File: config.mk
export PLATFORM = sky130hd
export DESIGN_NAME = l1_sleep_tracker
export DESIGN_NICKNAME = d
export VERILOG_FILES = /design/src/rtl/l1_sleep_tracker.sv
export SDC_FILE = /design/constraint.sdc
export NUM_CORES = 1
export LEC_CHECK = 0
export BUFFER_PORTS_ARGS = -buffer_cell sky130_fd_sc_hd__buf_2
export CORE_MARGIN = 3
export CORE_UTILIZATION = 45
export CTS_CLUSTER_DIAMETER = 30
export DETAILED_ROUTE_END_ITERATION = 6
export HOLD_SLACK_MARGIN = 0.08
export PLACE_DENSITY = 0.7
export SLEW_MARGIN = 10
export SYNTH_ARGS = -nofsm -noshare
export SYNTH_HDL_FRONTEND = slang
export SYNTH_SLANG_ARGS = --single-unit
File: constraint.sdc
create_clock -name clk -period 2.06 [get_ports clk]
set_clock_uncertainty 0.05 [all_clocks]
set_input_delay 0.206 -clock clk [delete_from_list [all_inputs] [get_ports clk]]
set_output_delay 0.206 -clock clk [all_outputs]
set_load 0.03 [all_outputs]
File: src/rtl/l1_sleep_tracker.sv
module l1_sleep_tracker #(
  parameter int CYC_PER_US = 4,
  parameter int RESUME_US  = 50,
  parameter int RES_W      = 8
) (
  input  logic             clk,
  input  logic             rst_n,
  input  logic             host_mode,
  input  logic [RES_W-1:0] residency_us,
  input  logic             lpm_ack,
  input  logic             line_activity,
  input  logic             sw_wakeup,
  input  logic             dev_reset,
  input  logic             soft_disc,
  input  logic             remote_wake,
  input  logic             port_reset,
  input  logic             port_resume,
  input  logic             wake_irq,
  input  logic             disc_irq,
  output logic             sleep_o,
  output logic             resume_ok_o
);
  localparam int PRE_W = (CYC_PER_US > 1) ? $clog2(CYC_PER_US) : 1;
  localparam int DLY_W = $clog2(RESUME_US + 1);
  localparam int US_W  = (RES_W > DLY_W) ? RES_W : DLY_W;

  logic [PRE_W-1:0] pre_q;
  logic [US_W-1:0]  us_left_q;
  logic             pend_q, sleep_q, ok_q;

  wire dev_exit  = !host_mode && (line_activity || sw_wakeup || dev_reset || soft_disc);
  wire host_exit = host_mode && (remote_wake || port_reset || port_resume || wake_irq || disc_irq);
  wire exit_ev   = dev_exit || host_exit;

  wire running   = pend_q || (sleep_q && !ok_q);
  wire us_tick   = running && (pre_q == PRE_W'(CYC_PER_US - 1));
  wire last_us   = (us_left_q == US_W'(1));
  wire ack_ok    = lpm_ack && !sleep_q && !pend_q;
  wire start_res = ack_ok && !host_mode && (residency_us != '0);
  wire enter_now = (ack_ok && (host_mode || residency_us == '0)) ||
                   (pend_q && us_tick && last_us);

  always_ff @(posedge clk) begin
    if (!rst_n || exit_ev) begin
      sleep_q   <= 1'b0;
      pend_q    <= 1'b0;
      ok_q      <= 1'b0;
      pre_q     <= '0;
      us_left_q <= '0;
    end else if (start_res) begin
      pend_q    <= 1'b1;
      pre_q     <= '0;
      us_left_q <= US_W'(residency_us);
    end else if (enter_now) begin
      sleep_q   <= 1'b1;
      pend_q    <= 1'b0;
      pre_q     <= '0;
      us_left_q <= US_W'(RESUME_US);
    end else if (us_tick) begin
      pre_q     <= '0;
      us_left_q <= us_left_q - US_W'(1);
      if (last_us) ok_q <= 1'b1;
    end else if (running) begin
      pre_q <= pre_q + PRE_W'(1);
    end
  end

  assign sleep_o     = sleep_q;
  assign resume_ok_o = ok_q;

  assert_ok_needs_sleep_R8: assert property (@(posedge clk) disable iff (!rst_n)
    resume_ok_o |-> sleep_o);

  assert_host_entry_R4: assert property (@(posedge clk) disable iff (!rst_n)
    host_mode && lpm_ack &&
    !(remote_wake || port_reset || port_resume || wake_irq || disc_irq) |=> sleep_o);

  assert_host_exit_R5: assert property (@(posedge clk) disable iff (!rst_n)
    host_mode && (remote_wake || port_reset || port_resume || wake_irq || disc_irq)
    |=> !sleep_o);

  assert_dev_exit_R3: assert property (@(posedge clk) disable iff (!rst_n)
    !host_mode && (line_activity || sw_wakeup || dev_reset || soft_disc)
    |=> !sleep_o && !resume_ok_o);

  assert_dev_wait_R2: assert property (@(posedge clk) disable iff (!rst_n)
    !host_mode && lpm_ack && !sleep_o && !pend_q && residency_us != '0 |=> !sleep_o);

  assert_ok_rise_R7: assert property (@(posedge clk) disable iff (!rst_n)
    $rose(resume_ok_o) |-> $past(sleep_o));
endmodule

# Word-level counts from Yosys, hierarchy flattened
# Cells that the tools add are included.
dict set report classes {
  n_addsub 2
  n_eq_ne 2
  mux 5
  bitwise 2
  reduce_logical 35
}
# operator count
set op_table {}
lappend op_table {{$mux W8} 3}
lappend op_table {{$logic_or A1 B1 Y1} 12}
lappend op_table {{$logic_and A1 B1 Y1} 11}
lappend op_table {{$eq A8 B1 Y1 const B} 1}
lappend op_table {{$logic_not A8 Y1} 1}
lappend op_table {{$reduce_bool A8 Y1} 1}
lappend op_table {{$sub A8 B1 Y8 const B} 1}
lappend op_table {{$logic_not A1 Y1} 5}
lappend op_table {{$reduce_and A4 Y1} 1}
lappend op_table {{$reduce_or A4 Y1} 1}
lappend op_table {{$reduce_bool A3 Y1} 1}
lappend op_table {{$add A2 B1 Y2 const B} 1}
lappend op_table {{$eq A2 B2 Y1 const B} 1}
lappend op_table {{$mux W1} 2}
lappend op_table {{$not A1 Y1} 2}
lappend op_table {{$reduce_and A2 Y1} 1}
lappend op_table {{$reduce_bool A2 Y1} 1}
dict set report totals {
  reg_bits 13
  input_bits 21
  out_inout_bits 2
  wordCells 51
}

# Longest topological paths before layout
# Gate-level depths: netlist (run 1).
dict set report logic_depth {
  word_depth 9
  mapped_depth 7
  mapped_depth_nobuf 7
}

# Worst setup path after synthesis (run 1)
# No wires, ideal clock.
dict set report synth_path {
  kind {register to register}
  start {reg sleep_q (netlist: sleep_o)}
  end {reg us_left_q[5]}
  setup_ns 0.123
  t_arrival_ns 1.419
  t_required_ns 1.887
  setup_slack_ns 0.467
  stages_incl_launch_ff 7
  path_buffers 1
  period_less_slack_ns 1.593
  path_cell_list {dfxtp_1 or3b_1 buf_2 nor2_4 nand2_1 o221ai_1 a21oi_1}
}
dict set report synth_via {
  elab_chain_len 8
  elab_cells_between_ends 15
  cone_classes {mux (2); reduce/logical (13)}
}
# item line_no
set synth_lines {}
lappend synth_lines {{from (decl)} 29} ;# logic pend_q, sleep_q, ok_q;
lappend synth_lines {{from (signal assigned)} 45} ;# sleep_q <= 1'b0;
lappend synth_lines {{from (signal assigned)} 55} ;# sleep_q <= 1'b1;
lappend synth_lines {{$logic_and A1 B1 Y1} 35} ;# wire running = pend_q || (sleep_q && !ok_q);
lappend synth_lines {{$logic_or A1 B1 Y1} 35}
lappend synth_lines {{$logic_and A1 B1 Y1} 36} ;# wire us_tick = running && (pre_q == PRE_W'(CYC_PER_US - 1));
lappend synth_lines {{$logic_and A1 B1 Y1 (2 in series)} 41} ;# (pend_q && us_tick && last_us);
lappend synth_lines {{$logic_or A1 B1 Y1} 40} ;# wire enter_now = (ack_ok && (host_mode || residency_us == '0)) ||
lappend synth_lines {{$mux W8} 54} ;# end else if (enter_now) begin
lappend synth_lines {{$mux W8} 50} ;# end else if (start_res) begin
lappend synth_lines {{to (signal assigned)} 53} ;# us_left_q <= US_W'(residency_us);
lappend synth_lines {{to (signal assigned)} 58} ;# us_left_q <= US_W'(RESUME_US);
lappend synth_lines {{to (signal assigned)} 61} ;# us_left_q <= us_left_q - US_W'(1);
lappend synth_lines {{to (decl)} 28} ;# logic [US_W-1:0] us_left_q;
# Parallel ways exist; a longest one is shown, timed or not.
# A chain may end at the register's enable or synchronous reset.

# Worst setup path in the final report (run 1)
dict set report layout_path {
  start {reg us_left_q[1]}
  end {reg ok_q (netlist: resume_ok_o)}
}
dict set report layout_via {
  elab_chain_len 5
}
# item line_no
set layout_lines {}
lappend layout_lines {{$eq A8 B1 Y1 (*)} 37} ;# wire last_us = (us_left_q == US_W'(1));
lappend layout_lines {{$logic_and A1 B1 Y1} 41}
lappend layout_lines {{$logic_or A1 B1 Y1} 40}
lappend layout_lines {{$not A1 Y1 (no line)} --}
lappend layout_lines {{$reduce_and A4 Y1 (no line) (*)} --}
lappend layout_lines {{to (signal assigned)} 47} ;# ok_q <= 1'b0;
lappend layout_lines {{to (signal assigned)} 62} ;# if (last_us) ok_q <= 1'b1;
lappend layout_lines {{to (decl)} 29}
# Mark *: on every way between the ends. The rest lies on a longest branch, timed or not.

==> results of run 1 <==
-- worst max-delay path: cells and delay by family, from the launching register on --
kind	cells	cell delay, ns
AND/OR/NAND/NOR	4	0.83
buffers and inverters	1	0.09
AO/OA/AOI/OAI	1	0.19
adder cells (fa/ha/maj)	1	0.14
flip-flops	1	0.34
-- through the flow --
| step | instance area (um^2) | setup WS, ns | utilization |
|---|---|---|---|
| 2_1_floorplan | 846 | 0.467 | - |
| 3_3_place_gp | 986 | 0.348 | 0.565 |
| 3_5_place_dp | 986 | 0.344 | 0.565 |
| 4_1_cts | 1010 | 0.352 | 0.580 |
| 5_1_grt | 1010 | 0.209 | 0.580 |
| 6_report | 1010 | 0.317 | 0.580 |
-- sequential cells by signal, indices dropped and copies added, names as in the netlist --
name,flops
us_left_q,8
pre_q,2
pend_q,1
resume_ok_o,1
sleep_o,1
-- cells by family after synthesis --
family	share of synthesized area
mux	0.0237
buf+inv	0.0370
simple gates	0.309
flops	0.308
xor+xnor	0.0518
compound gates	0.226
fa+ha+maj	0.0444
-- power breakdown --
group / leakage (uW) / switching [uW] / total, uW / internal (uW)
sequential: 0.000105 / 1.96 / 254 / 252
combinational: 0.000303 / 39.1 / 70.5 / 31.4
clock: 0.0000150 / 87.8 / 163 / 75.3
total: 0.000423 / 129 / 488 / 359
-- final cells by class --
class | instances | area, um^2 | area share
sequential | 13 | 260 | 0.257
tap | 25 | 31.3 | 0.0309
timing repair buffer | 24 | 125 | 0.124
clock buffer | 4 | 26.3 | 0.0260
inverter | 4 | 15.0 | 0.0148
multi-input combinational | 80 | 554 | 0.548
-- final timing paths --
check                  start           end  slack (ns)  depth (start not counted)
min          residency_us[0]  us_left_q[0]        0.14                          3
max reg2reg     us_left_q[1]   resume_ok_o        0.32                          7
max             us_left_q[1]   resume_ok_o        0.32                          7
min reg2reg     us_left_q[1]  us_left_q[1]        0.45                          2
-- placed cells by master (no fill, tap or decap), drive strengths merged --
master | Yosys | final
nor4 | 4 | 4
nand3 | 4 | 4
nor2b | 3 | 3
or3 | 1 | 1
a2111oi | 1 | 1
buf | 2 | 24
nor3b | 2 | 2
nand4b | 1 | 1
inv | 4 | 4
ha | 3 | 3
or3b | 1 | 1
clkbuf | 0 | 4
o21ai | 2 | 2
dfxtp | 13 | 13
a211oi | 2 | 2
nor3 | 5 | 5
o21ba | 1 | 1
or4 | 1 | 1
a32oi | 1 | 1
a221oi | 1 | 1
a31oi | 2 | 2
nand4 | 1 | 1
a21oi | 6 | 6
a21o | 3 | 3
o21a | 1 | 1
mux2i | 2 | 2
nor2 | 10 | 10
a21boi | 1 | 1
o221ai | 2 | 2
xor2 | 4 | 4
nand2 | 12 | 12
o211ai | 2 | 2
xnor2 | 1 | 1
-- metal layers --
metal,up-vias,global-route usage,routed length (um)
met5,-,0,0
met4,0,0.0995,59
met3,7,0.0398,158
met2,48,0.261,807
met1,371,0.243,893
li1,421,-,-
==> flow_metrics.env, run 1 <==
export IMPL_cpPeakStageDelay_ns=0.34
export IMPL_fill_cells=158
export IMPL_post_cts_buffers=0
export IMPL_grt_pass1_wl_um=3370
export IMPL_ys_seq_area_frac=0.308
export IMPL_via_per_inst=5.65
export IMPL_synth_top_cell_area_share=0.308
export IMPL_cts_root_buf="clkbuf_4"
export IMPL_syn_avg_cell_area_um2=8.54
export IMPL_worstSetupPathType="reg2reg"
export IMPL_drive_gt1_frac=0.288
export IMPL_startpoint_type="flip-flop"
export IMPL_yosysMostFrequentCell="dfxtp_1"
export IMPL_die_x_um=49.4
export IMPL_synth_cells=99
export IMPL_ant_nets=0
export IMPL_h_tree_depth=1
export IMPL_synth_ff_type="dfxtp_1"
export IMPL_cts_hold_fix_buffers=0
export IMPL_drt_iter0_drc=34
export IMPL_setup_tns_ns=0
export IMPL_fin_nets=150
export IMPL_slowest_stage="dfxtp_1"
export IMPL_post_cts_resized=0
export IMPL_globalRoute_totalOverflow=0
export IMPL_worstSetupEndpointType="flip-flop"
export IMPL_io_pins=23
export IMPL_numCtsBuffers=3
export IMPL_run_status="finished clean"
export IMPL_dr_total_vias=847
export IMPL_fmax_mhz=574
export IMPL_syn_nets=123
export IMPL_wl_per_cell_um=12.8
export IMPL_grt_max_degree=10
export IMPL_num_rows=15
export IMPL_ys_top_cells_by_area="dfxtp_1 (31%), nand2_1 (5.3%), ha_1 (4.4%)"
export IMPL_max_cap_violations=0
export IMPL_clockBufferDepth=2
export IMPL_crit_chain="inv_1 -> ha_1 -> nor2b_1 -> nand4_1 -> nand2_1 -> nor2_1 -> o21ba_2"
export IMPL_synthesis_area_um2=846
export IMPL_p_total_uw=488
export IMPL_wirelength_um=1920
export IMPL_hold_viol=0
export IMPL_dp_cells=146
export IMPL_crit_required_ns=2.19
export IMPL_final_cells=150
export IMPL_diodes=0
export IMPL_post_synth_top_area_cell="dfxtp_1"
export IMPL_dr_pass1_iters=4
export IMPL_clk_pin_slew_worst_paths_ns=0.08
export IMPL_holdWs_ns=0.144
export IMPL_clock_sinks=13
export IMPL_gp_congestion=0.894
export IMPL_setup_viol=0
export IMPL_area_delta_synth_final_pct=19.7
export IMPL_synth_edf_count=0
export IMPL_fin_crit_sh=0.846
export IMPL_clk_latency_ns=0.29
export IMPL_p_leak_uw=0.000423
export IMPL_ir_drop_uv=328
export IMPL_coreArea_um2=1750
export IMPL_crit_fanout=4
export IMPL_die_height_um=49.4
export IMPL_dieArea_um2=2440
export IMPL_ys_seq_elements=13
export IMPL_hp_class="in2reg"
export IMPL_slew_headroom=0.625
export IMPL_finalMaxSlewViolations=0
export IMPL_period_minus_slack_ns=1.74
export IMPL_async_flop_share=0
export IMPL_dp_hpwl_um=1590
export IMPL_antenna_found_initial=0
export IMPL_cts_tree="done"
export IMPL_drc=0
export IMPL_rsz0062_at_grt="no"
export IMPL_grt_usage=0.180
export IMPL_io_buffers=22
export IMPL_yosys_warnings=0
export IMPL_worst_slew_pin_transition_ns=0.559
export IMPL_power_density_nw_per_um2=482
export IMPL_initial_utilization=0.485
export IMPL_ys_types=38
export IMPL_synth_top_cells_by_count="dfxtp_1 (13), nand2_1 (12), nor2_1 (9), a21oi_1 (6)"
export IMPL_cp_data_arrival_time_ns=1.87
export IMPL_grt_pass1_vias=799
(Power assumes the default switching activity.)
==> run 2, diff against run 1 <==
PLACE_DENSITY = 0.73   (was 0.7)
clock period = 1.4 ns   (was 2.06 ns; I/O delays follow)
==> flow_metrics.env, run 2 (synthesized netlist as in run 1, its figures left out) <==
export IMPL_final_common_cell="buf_4"
export IMPL_cpPeakStageDelay_ns=0.37
export IMPL_max_cap_violations=0
export IMPL_cp_data_arrival_time_ns=1.76
export IMPL_fin_nets=187
export IMPL_slowest_stage="nor3_1"
export IMPL_reg_top3="us_left_q: 8 flops, pre_q: 2 flops"
export IMPL_coreArea_um2=1750
export IMPL_cts_tree="done"
export IMPL_clockBufferDepth=2
export IMPL_pre_cts_slack_ns=-0.224
export IMPL_antenna_found_initial=0
export IMPL_ir_drop_uv=628
export IMPL_placed_cell_area_um2=1210
export IMPL_fill_cells=97
export IMPL_hold_viol=0
export IMPL_fin_crit_sh=1.14
export IMPL_area_delta_synth_final_pct=74.0
export IMPL_crit_required_ns=1.56
export IMPL_worstSetupPathType="reg2reg"
export IMPL_startpoint_type="flip-flop"
export IMPL_dr_total_vias=1077
export IMPL_h_tree_depth=1
export IMPL_route_top_layer_used="met4"
export IMPL_grt_max_degree=9
export IMPL_route_met2_wl_um=1560
export IMPL_clock_sinks=13
export IMPL_dp_hpwl_um=1920
export IMPL_p_total_uw=798
export IMPL_final_cell_mix="buf_4 (35), buf_2 (22), nor2_1 (8), nand2_1 (7), dfxtp_2 (7)"
export IMPL_via_per_inst=5.76
export IMPL_drive_gt1_frac=0.667
export IMPL_violations="setup timing"
export IMPL_setup_viol=8
export IMPL_post_route_util=0.843
export IMPL_crit_chain="buf_4 -> nor3_1 -> nand2_4 -> xor2_2 -> a21o_1 -> a211oi_2"
export IMPL_crit_fanout=3
export IMPL_worstSetupEndpointType="flip-flop"
export IMPL_run_status="finished, violations left"
export IMPL_dieArea_um2=2440
export IMPL_grt_pass1_vias=1052
export IMPL_clk_latency_ns=0.29
export IMPL_initial_utilization=0.485
export IMPL_diodes=0
export IMPL_largest_reg_flops=8
export IMPL_die_x_um=49.4
export IMPL_setup_tns_ns=-0.991
export IMPL_num_rows=15
export IMPL_io_pins=23
export IMPL_wl_met1_um=1340
export IMPL_hp_class="in2reg"
export IMPL_fin_ws_ns=-0.196
export IMPL_finalMaxSlewViolations=0
export IMPL_worst_slew_pin_transition_ns=0.463
export IMPL_dr_pass1_iters=4
export IMPL_globalRoute_totalOverflow=0
export IMPL_slew_headroom=0.691
export IMPL_ant_nets=0
export IMPL_grt_usage=0.250
export IMPL_drt_iter0_drc=47
export IMPL_grt_pass1_wl_um=4640
export IMPL_power_density_nw_per_um2=543
export IMPL_top_register="us_left_q"
export IMPL_period_minus_slack_ns=1.60
export IMPL_wl_per_cell_um=17.7
export IMPL_die_height_um=49.4
export IMPL_final_area_um2=1470
export IMPL_cts_root_buf="clkbuf_4"
export IMPL_met3_length_um=245
export IMPL_drc=0
export IMPL_wirelength_um=3310
export IMPL_clk_pin_slew_worst_paths_ns=0.09
export IMPL_p_leak_uw=0.000635
export IMPL_numCtsBuffers=3
export IMPL_fmax_mhz=627
export IMPL_rsz0062_at_grt="yes"
export IMPL_io_buffers=22
export IMPL_gp_congestion=0.930
==> run 2: what timing repair did <==
action                     CTS  global route
gates cloned                 0             0
buffers inserted             5             4
pin swaps                   18            14
gates resized for setup     19            26
hold buffers                 1             0
hold endpoints to repair     1             0
setup endpoints to repair   13            13
==> run 2: path summary, 6_finish.rpt <==
path / slack, ns / end / cells after the start / start
min: 0.08 / us_left_q[0] / 3 / residency_us[0]
min reg2reg: 0.49 / resume_ok_o / 1 / resume_ok_o
max reg2reg: -0.20 / us_left_q[7] / 6 / us_left_q[0]
max: -0.20 / us_left_q[7] / 6 / us_left_q[0]
==> run 2: layout make-up <==
type | count | area (um^2) | area share
clock buffers | 4 | 26.3 | 0.0179
inverters | 4 | 15.0 | 0.0102
multi-input cells | 80 | 709 | 0.482
flip-flops and latches | 13 | 273 | 0.185
well taps | 25 | 31.3 | 0.0213
repair buffers | 61 | 417 | 0.283
==> run 2: report_power, final <==
part           internal, uW  leakage, uW  switching, uW
clock                   111    0.0000150            135
combinational          89.3     0.000510           91.6
sequential              370     0.000109           1.91
==> run 2: stage by stage <==
step,cells,hold WS [ns]
2_1_floorplan,99,0.234
3_3_place_gp,174,0.376
3_5_place_dp,174,0.374
4_1_cts,183,0.0803
5_1_grt,187,0.0831
6_report,187,0.0793
==> run 2: routing by layer <==
layer | track usage | vias up
met3 | 0.0550 | 23
met4 | 0.137 | 0
met1 | 0.280 | 490
met5 | 0 | -
li1 | - | 489
met2 | 0.433 | 75
==> run 2: critical path, delay by kind of cell (launching register included) <==
family          cells  cell delay, ns
compound gates      2            0.36
buf+inv             1            0.15
simple gates        2            0.47
xor+xnor            1            0.16
flops               1            0.33
